File: config.mk
export PLATFORM = sky130hd
export DESIGN_NAME = chain_rd_ctrl
export DESIGN_NICKNAME = d
export VERILOG_FILES = /design/src/rtl/chain_rd_pkg.sv /design/src/rtl/chain_rd_sck_gen.sv /design/src/rtl/chain_rd_seq.sv /design/src/rtl/chain_rd_deser.sv /design/src/rtl/chain_rd_ctrl.sv
export SDC_FILE = /design/constraint.sdc
export NUM_CORES = 1
export LEC_CHECK = 0
export ABC_AREA = 1
export BUFFER_PORTS_ARGS = -buffer_cell sky130_fd_sc_hd__buf_2
export CORE_MARGIN = 2
export CORE_UTILIZATION = 51
export DETAILED_ROUTE_END_ITERATION = 8
export PLACE_DENSITY_LB_ADDON = 0.08
export SETUP_SLACK_MARGIN = 0.05
export SYNTH_ARGS = -nofsm -noshare
export SYNTH_HDL_FRONTEND = slang
export SYNTH_SLANG_ARGS = --single-unit
File: constraint.sdc
create_clock -name clk -period 1.4 [get_ports clk]
set_input_delay 0.28 -clock clk [delete_from_list [all_inputs] [get_ports clk]]
set_output_delay 0.28 -clock clk [all_outputs]
set_load 0.02 [all_outputs]
File: src/rtl/chain_rd_pkg.sv
package chain_rd_pkg;
  typedef enum logic [1:0] {
    ST_IDLE  = 2'd0,
    ST_CONV  = 2'd1,
    ST_SHIFT = 2'd2,
    ST_DRAIN = 2'd3
  } seq_state_e;
endpackage

File: src/rtl/chain_rd_sck_gen.sv
module chain_rd_sck_gen #(
  parameter int SCK_DIV = 2
) (
  input  logic clk,
  input  logic rst_n,
  input  logic run_i,
  input  logic hold_i,
  output logic sck_o,
  output logic fall_o
);
  localparam int DIV_W = (SCK_DIV > 1) ? $clog2(SCK_DIV) : 1;
  localparam logic [DIV_W-1:0] DIV_LAST = DIV_W'(SCK_DIV - 1);

  logic [DIV_W-1:0] cnt_q;
  logic             sck_q;
  logic             at_end;

  assign at_end = (cnt_q == DIV_LAST);
  // A falling edge happens at this clock edge: the sampling strobe.
  assign fall_o = run_i & sck_q & at_end & ~hold_i;
  assign sck_o  = sck_q;

  always_ff @(posedge clk) begin
    if (!rst_n) begin
      cnt_q <= '0;
      sck_q <= 1'b0;
    end else if (!run_i) begin
      cnt_q <= '0;
      sck_q <= 1'b0;
    end else if (at_end) begin
      if (!sck_q) begin
        sck_q <= 1'b1;
        cnt_q <= '0;
      end else if (!hold_i) begin
        sck_q <= 1'b0;
        cnt_q <= '0;
      end
    end else begin
      cnt_q <= cnt_q + 1'b1;
    end
  end
endmodule

File: src/rtl/chain_rd_seq.sv
module chain_rd_seq
  import chain_rd_pkg::*;
#(
  parameter int NUM_DEV  = 3,
  parameter int WORD_W   = 16,
  parameter int CONV_CYC = 20,
  parameter int IDX_W    = 2
) (
  input  logic             clk,
  input  logic             rst_n,
  input  logic             start_i,
  input  logic             fall_i,
  input  logic             take_i,
  output logic             run_o,
  output logic             cnv_o,
  output logic             busy_o,
  output logic             last_bit_o,
  output logic [IDX_W-1:0] idx_o
);
  localparam int BIT_W  = (WORD_W > 1) ? $clog2(WORD_W) : 1;
  localparam int CONV_W = $clog2(CONV_CYC + 1);
  localparam logic [BIT_W-1:0]  BIT_LAST  = BIT_W'(WORD_W - 1);
  localparam logic [IDX_W-1:0]  IDX_LAST  = IDX_W'(NUM_DEV - 1);
  localparam logic [CONV_W-1:0] CONV_LAST = CONV_W'(CONV_CYC - 1);

  seq_state_e        state_q;
  logic [CONV_W-1:0] conv_q;
  logic [BIT_W-1:0]  bit_q;
  logic [IDX_W-1:0]  idx_q;
  logic              cnv_q;

  assign run_o      = (state_q == ST_SHIFT);
  assign busy_o     = (state_q != ST_IDLE);
  assign cnv_o      = cnv_q;
  assign last_bit_o = (bit_q == BIT_LAST);
  assign idx_o      = idx_q;

  always_ff @(posedge clk) begin
    if (!rst_n) begin
      state_q <= ST_IDLE;
      conv_q  <= '0;
      bit_q   <= '0;
      idx_q   <= '0;
      cnv_q   <= 1'b0;
    end else begin
      unique case (state_q)
        ST_IDLE: begin
          if (start_i) begin
            state_q <= ST_CONV;
            conv_q  <= '0;
            bit_q   <= '0;
            idx_q   <= '0;
            cnv_q   <= 1'b1;
          end
        end
        ST_CONV: begin
          if (conv_q == CONV_LAST) begin
            state_q <= ST_SHIFT;
          end else begin
            conv_q <= conv_q + 1'b1;
          end
        end
        ST_SHIFT: begin
          if (fall_i) begin
            if (bit_q == BIT_LAST) begin
              bit_q <= '0;
              if (idx_q == IDX_LAST) begin
                state_q <= ST_DRAIN;
                cnv_q   <= 1'b0;
              end else begin
                idx_q <= idx_q + 1'b1;
              end
            end else begin
              bit_q <= bit_q + 1'b1;
            end
          end
        end
        ST_DRAIN: begin
          if (take_i) begin
            state_q <= ST_IDLE;
          end
        end
        default: state_q <= ST_IDLE;
      endcase
    end
  end
endmodule

File: src/rtl/chain_rd_deser.sv
module chain_rd_deser #(
  parameter int WORD_W = 16,
  parameter int IDX_W  = 2
) (
  input  logic              clk,
  input  logic              rst_n,
  input  logic              fall_i,
  input  logic              last_bit_i,
  input  logic [IDX_W-1:0]  idx_i,
  input  logic              sdo_i,
  input  logic              ready_i,
  output logic [WORD_W-1:0] data_o,
  output logic [IDX_W-1:0]  idx_o,
  output logic              valid_o
);
  logic [WORD_W-2:0] shreg_q;
  logic [WORD_W-1:0] data_q;
  logic [IDX_W-1:0]  idx_q;
  logic              valid_q;

  assign data_o  = data_q;
  assign idx_o   = idx_q;
  assign valid_o = valid_q;

  always_ff @(posedge clk) begin
    if (!rst_n) begin
      shreg_q <= '0;
      data_q  <= '0;
      idx_q   <= '0;
      valid_q <= 1'b0;
    end else begin
      if (fall_i && !last_bit_i) begin
        shreg_q <= {shreg_q[WORD_W-3:0], sdo_i};
      end
      if (fall_i && last_bit_i) begin
        data_q  <= {shreg_q, sdo_i};
        idx_q   <= idx_i;
        valid_q <= 1'b1;
      end else if (ready_i) begin
        valid_q <= 1'b0;
      end
    end
  end
endmodule

File: src/rtl/chain_rd_ctrl.sv
module chain_rd_ctrl #(
  parameter int NUM_DEV  = 3,
  parameter int WORD_W   = 16,
  parameter int SCK_DIV  = 2,
  parameter int CONV_CYC = 20,
  localparam int IDX_W   = (NUM_DEV > 1) ? $clog2(NUM_DEV) : 1
) (
  input  logic              clk,
  input  logic              rst_n,
  input  logic              start_i,
  output logic              busy_o,
  output logic              cnv_o,
  output logic              sck_o,
  input  logic              sdo_i,
  output logic [WORD_W-1:0] word_data_o,
  output logic [IDX_W-1:0]  word_idx_o,
  output logic              word_valid_o,
  input  logic              word_ready_i
);
  logic             run;
  logic             fall;
  logic             hold;
  logic             last_bit;
  logic             take;
  logic [IDX_W-1:0] cur_idx;

  // The falling edge that completes a word waits for a free output register.
  assign hold = last_bit & word_valid_o & ~word_ready_i;
  assign take = word_valid_o & word_ready_i;

  chain_rd_seq #(
    .NUM_DEV (NUM_DEV),
    .WORD_W  (WORD_W),
    .CONV_CYC(CONV_CYC),
    .IDX_W   (IDX_W)
  ) u_seq (
    .clk       (clk),
    .rst_n     (rst_n),
    .start_i   (start_i),
    .fall_i    (fall),
    .take_i    (take),
    .run_o     (run),
    .cnv_o     (cnv_o),
    .busy_o    (busy_o),
    .last_bit_o(last_bit),
    .idx_o     (cur_idx)
  );

  chain_rd_sck_gen #(
    .SCK_DIV(SCK_DIV)
  ) u_sck (
    .clk   (clk),
    .rst_n (rst_n),
    .run_i (run),
    .hold_i(hold),
    .sck_o (sck_o),
    .fall_o(fall)
  );

  chain_rd_deser #(
    .WORD_W(WORD_W),
    .IDX_W (IDX_W)
  ) u_deser (
    .clk       (clk),
    .rst_n     (rst_n),
    .fall_i    (fall),
    .last_bit_i(last_bit),
    .idx_i     (cur_idx),
    .sdo_i     (sdo_i),
    .ready_i   (word_ready_i),
    .data_o    (word_data_o),
    .idx_o     (word_idx_o),
    .valid_o   (word_valid_o)
  );
endmodule

After elaboration in Yosys (flattened, before gate mapping)
Cells that the tools add are included.

Register bits after elaboration: 50. Input port bits: 5. Output and inout port bits: 22. Word-level logic and storage cells: 81.

Bitwise operators: 8. Equality and inequality tests: 14. Muxes and demuxes: 30. Reduce and logical (&&, ||, !) cells: 14. $add $sub $neg: 4.

Operator list (number): 2-bit 2-to-1 mux (10); 4-bit 2-to-1 mux (3); 2-bit != test, second input constant (6); 1-bit 2-to-1 mux (10); 5-bit 2-to-1 mux (2); 5-bit case mux with 2 select lines (1); 5-bit AND reduction (2); 2-bit case mux with 4 select lines (1); 4-bit case mux with 2 select lines (1); 2-bit nonzero test (4); 1-bit bitwise AND (6); 2-bit == test, second input constant (3); 3-bit AND reduction (2); 6-bit AND reduction (1); 5-bit by 1-bit adder with 5-bit output, second input constant (1); 5-bit == test, second input constant (1); 4-bit by 1-bit adder with 4-bit output, second input constant (1); 4-bit == test, second input constant (1); 2-bit by 1-bit != test with 1-bit output, second input constant (2); 2-bit case mux with 2 select lines (1); 2-bit by 1-bit adder with 2-bit output, second input constant (1); 2-bit by 1-bit == test with 1-bit output, second input constant (1); 1-bit logical AND (2); 2-bit logical NOT (1); 5 further kinds (6).

Depth between registers and ports, before layout
Word-level depth: 7. Mapped depth: 11.

Cells and area by module
A second synthesis with hierarchy kept.

Cells, all modules: 332. Area total of the unflattened synthesis: 2373.5 µm².

Modules (own cells, without submodules): chain_rd_deser (sequential area each 680.7 µm², area each 1363.8 µm², instances 1, cells an instance 183); chain_rd_seq (sequential area each 280.3 µm², area each 900.9 µm², instances 1, cells an instance 130); chain_rd_sck_gen (sequential area each 40.0 µm², area each 91.3 µm², instances 1, cells an instance 15); chain_rd_ctrl (sequential area each 0.0 µm², area each 17.5 µm², instances 1, cells an instance 4).

Least setup slack after synthesis
Ideal clock, no wire load.

Path kind: reg2reg. From: reg u_seq.state_q[0]. To: reg u_deser.data_q[0], in the netlist u_deser.data_o[0]. Clock period less this slack: 1.433 ns. Stages on the path, launching flop included: 11. Data arrival time: 1.301 ns. Buffers on the path: 3. Setup slack: -0.033 ns. Cell sequence: dfxtp_1 inv_1 ha_1 buf_6 inv_2 nor3_2 nand3_2 buf_6 buf_6 nand2_1 a21oi_1.

Longest elaborated chain between the ends: 5.

Ends and longest elaborated chain: from (decl) (RTL line chain_rd_seq.sv:26) `seq_state_e state_q;`; from (signal assigned) (RTL line chain_rd_seq.sv:40) `state_q <= ST_IDLE;`; from (signal assigned) (RTL line chain_rd_seq.sv:49) `state_q <= ST_CONV;`; from (signal assigned) (RTL line chain_rd_seq.sv:58) `state_q <= ST_SHIFT;`; 2-bit == test (RTL line chain_rd_seq.sv:32) `assign run_o = (state_q == ST_SHIFT);`; 1-bit bitwise AND (3 in series) (RTL line chain_rd_sck_gen.sv:20) `assign fall_o = run_i & sck_q & at_end & ~hold_i;`; 1-bit logical AND (RTL line chain_rd_deser.sv:35) `if (fall_i && last_bit_i) begin`; to (signal assigned) (RTL line chain_rd_deser.sv:36) `data_q <= {shreg_q, sdo_i};`; to (decl) (RTL line chain_rd_deser.sv:17) `logic [WORD_W-1:0] data_q;`.

Every way passes these cells. A chain may end at the register's enable or synchronous reset.

Final worst setup path
From: reg u_seq.state_q[0]. To: reg u_deser.valid_q, in the netlist u_deser.valid_o.

Longest elaborated chain between the ends: 6.

Ends and longest elaborated chain: 2-bit == test (*) (RTL line chain_rd_seq.sv:32); 1-bit bitwise AND (*) (3 in series) (RTL line chain_rd_sck_gen.sv:20); 1-bit logical AND (*) (RTL line chain_rd_deser.sv:35); 1-bit 2-to-1 mux or 2-bit nonzero test (tied branches); to (signal assigned) (RTL line chain_rd_deser.sv:30) `valid_q <= 1'b0;`; to (signal assigned) (RTL line chain_rd_deser.sv:38) `valid_q <= 1'b1;`; to (signal assigned) (RTL line chain_rd_deser.sv:40) `valid_q <= 1'b0;`; to (decl) (RTL line chain_rd_deser.sv:19) `logic valid_q;`.

Every way passes the cells marked *; elsewhere a longest branch is shown, timed or not.

==> impl_summary.log <==
[metrics] unrepaired setup endpoints after global routing: true
[metrics] routed wirelength normalized by instance count: about 14 um
[metrics] PwrDens: about 1400 nW/um2
[metrics] kind of end point of the critical path: flop
[metrics] Floorplan Core Area: 4030 um2
[metrics] required time of the worst setup path: 1.66 ns
[metrics] Overflow after GRT: 0
[metrics] detailed-placement wirelength estimate: 2980 um
[metrics] first-pass GRT wire length: 8110 um
[metrics] Initial Util: 0.532
[metrics] worst slew pin tran: roughly 0.35 ns
[metrics] status: finished with violations
[metrics] top-level port count: 27
[metrics] total via count in the routed design: 2025
[metrics] proportion of synthesized flip-flops having asynchronous set or reset: 0
[metrics] final instance area: 3080 um2
[metrics] Period minus WS final: between 1 and 1.5 ns
[metrics] endpoints failing setup: 15
[metrics] # diodes: 0
[metrics] hold buffer count at cts: 0
[metrics] maximum clock path buffer count: 2
[metrics] standard-cell row count: 23
[metrics] quantity of I/O buffers inserted on ports: 26
[metrics] H-tree levels: 2
[metrics] crit-path leading delay family: buffers and inverters
[metrics] Final Hold Vio Count: 0
[metrics] placed inst area: ~2400 um2
[metrics] remaining number of nets flagged by the antenna check after routing: 0
[metrics] share of the core filled with cells: 0.765
[metrics] slowest cell delay on critical path: 0.35 ns
[metrics] most numerous cell types in the synthesized netlist: sky130_fd_sc_hd__nand2_1, sky130_fd_sc_hd__dfxtp_1, sky130_fd_sc_hd__nor2_1
[metrics] Syn Std Cell Area: approximately 2100 um2
[metrics] sum of internal, switching and leakage power: 4.18 mW
[metrics] average instance area after synthesis: 7.46 um2
[metrics] critical path start-end classification: flop to flop
[metrics] Clock transition at path regs: 0.10 ns
[metrics] CP startpoint kind: flop
[metrics] violated checks: negative setup slack
[metrics] buffers and inverters on the worst path: 5
[metrics] Max FO, Critical Path: 7
[metrics] antenna violations before repair: 0
[metrics] slowest cell on the critical path: sky130_fd_sc_hd__dfxtp_2
[metrics] Achievable Freq: 699 MHz
[metrics] Critical Path AT: 1.69 ns
[metrics] Placed Instances: 367
[metrics] worst supply voltage drop on vdd: 0.000793 V
[metrics] GRT Util Overall: 0.231
[metrics] Final TNS setup: -0.203 ns
[metrics] root buffer cell: sky130_fd_sc_hd__clkbuf_8
[metrics] post-synthesis net count: roughly 300
[metrics] floorplan die area: 4730 um2
[metrics] pin count of the biggest net entering global routing: 18
[metrics] pins over their slew limit: 0
[metrics] drt via density: 5.17
[metrics] DRC violation count after routing: 0
[metrics] Final Non-Filler Cells: around 400
[metrics] RePlAce Congestion: 0.852
[metrics] CTS tree: built
[metrics] clock insertion delay at the later pin of the skew report: 0.31 ns
[metrics] worst slack at placement: -0.0389 ns
[metrics] worst-path cell chain: inv_4 > ha_4 > inv_4 > nor3_4 > nand3_4 > buf_12 > buf_8 > nand2_1 > nand2_1 > inv_1
[metrics] final worst-path cycle share: 1.02
[metrics] TritonCTS sink count: 50
[metrics] synthesized netlist cell count: 287
[metrics] post-route clock skew: 0.00484 ns
[metrics] Pre-Repair DR Iteration Count: 4
[metrics] Hold WC Path Type: input pin to flop
[metrics] final layout net count: between 300 and 400
[metrics] Area Overhead vs Synth: 43.9%
[metrics] number of violations reported at the end of detailed-routing iteration 0: about 120
[metrics] max-capacitance violation count: 0
[metrics] cells taking the most area after synthesis: sky130_fd_sc_hd__dfxtp_1, sky130_fd_sc_hd__nand2_1, sky130_fd_sc_hd__nor2_1
[metrics] die boundary height: 68.8 um
[metrics] share of the synthesized area in the top cell type: 0.467
[metrics] Post-synth top flop: sky130_fd_sc_hd__dfxtp_1
[metrics] total wire length: 5600 um
[metrics] most numerous cell in the Yosys netlist: sky130_fd_sc_hd__nand2_1
[metrics] count of different cell masters after synthesis: 26
[metrics] leakage power of the design: 1.33 nW
[metrics] cell type with the highest aggregate area in the netlist: sky130_fd_sc_hd__dfxtp_1
[metrics] via count of the first global-routing pass: 1779
[metrics] share of the yosys chip area belonging to registers: 0.467
[metrics] synth warn: 0
[metrics] count of flip-flops with a built-in enable after synthesis: 0
[metrics] total clock buffers created by CTS: 5
[metrics] share of final-layout standard cells stronger than drive strength 1: 0.427
[metrics] final worst setup slack: -0.0298 ns
[metrics] count of state elements after synthesis: 50
[metrics] floorplan die width: 68.8 um
[metrics] tightest slew margin relative to the limit: 0.766
[metrics] worst hold slack across all endpoints: 0.242 ns
==> tightest hold or removal path, delay by kind of cell <==
kind | cells | cell delay, ns
buffers and inverters | 1 | 0.11
AND/OR/NAND/NOR | 1 | 0.06
AO/OA/AOI/OAI | 1 | 0.05
==> per-layer routing <==
metal  vias up  part of all wire  GRT usage
li1       1023                 -          -
met2        50              0.51      0.405
met3        14             0.034     0.0471
met5         -                 0          0
met4         0             0.024     0.0711
met1       938              0.43      0.284
==> cell families after synthesis <==
family,synth area share
compound gates,0.119
xor+xnor,0.0204
fa+ha+maj,0.0409
buf+inv,0.0783
flops,0.467
simple gates,0.274
==> cell type report <==
cell class / count / area (um2)
clock buffer: 5 / 68.8
timing repair buffer: 56 / 472
multi-input combinational: 201 / 1280
tap: 50 / 62.6
inverter: 26 / 125
fill: 286 / 946
clock inverter: 3 / 47.5
timing repair inverter: 1 / 8.76
sequential: 50 / 1010
==> registers in the layout (all words and copies together) (netlist names) <==
| register | cells |
|---|---|
| u_deser.data_o | 16 |
| u_sck.at_end | 1 |
| u_deser.idx_o | 2 |
| u_seq.idx_o | 2 |
| u_sck.sck_o | 1 |
| u_deser.valid_o | 1 |
| u_seq.cnv_o | 1 |
| u_seq.conv_q | 5 |
| u_seq.bit_q | 4 |
| u_seq.state_q | 2 |
| u_deser.shreg_q | 15 |
==> report_power, final <==
| part | total, mW | switching [mW] | internal (mW) | leakage (nW) |
|---|---|---|---|---|
| registers | 1.59 | 0.0808 | 1.51 | 0.408 |
| logic | 1.52 | 0.849 | 0.671 | 0.868 |
| clock network | 1.07 | 0.525 | 0.546 | 0.0591 |
| total | 4.18 | 1.46 | 2.73 | 1.33 |
==> what timing repair did <==
item | in CTS | in global routing
pin swaps | 11 | 20
setup endpoints to repair | 45 | 49
gates resized for setup | 59 | 63
gates cloned | 3 | 0
buffers inserted | 11 | 4
==> cells in the final DEF (no fill, tap or decap), types with 6 or more instances in the layout <==
| cell type | n |
|---|---|
| sky130_fd_sc_hd__nor2_2 | 12 |
| sky130_fd_sc_hd__dfxtp_1 | 42 |
| sky130_fd_sc_hd__nand2_4 | 9 |
| sky130_fd_sc_hd__a21oi_1 | 24 |
| sky130_fd_sc_hd__nor2_4 | 6 |
| sky130_fd_sc_hd__nand2_2 | 11 |
| sky130_fd_sc_hd__inv_1 | 14 |
| sky130_fd_sc_hd__a21oi_2 | 6 |
| sky130_fd_sc_hd__nand2_1 | 51 |
| sky130_fd_sc_hd__dfxtp_2 | 7 |
| sky130_fd_sc_hd__buf_4 | 20 |
| sky130_fd_sc_hd__o21ai_1 | 10 |
| sky130_fd_sc_hd__buf_2 | 25 |
| sky130_fd_sc_hd__buf_12 | 6 |
| sky130_fd_sc_hd__nand3_1 | 9 |
| sky130_fd_sc_hd__nor2_1 | 31 |
==> worst paths after layout <==
path / slack (ns) / from / end / cells past startpoint
worst min register to register: 0.46 / u_deser.data_o[3] / u_deser.data_o[3] / 2
worst min-delay path: 0.24 / sdo_i / u_deser.data_o[0] / 3
worst max register to register: -0.03 / u_seq.state_q[0] / u_deser.valid_o / 10
worst max-delay path: -0.03 / u_seq.state_q[0] / u_deser.valid_o / 10
(Power assumes the default switching activity.)
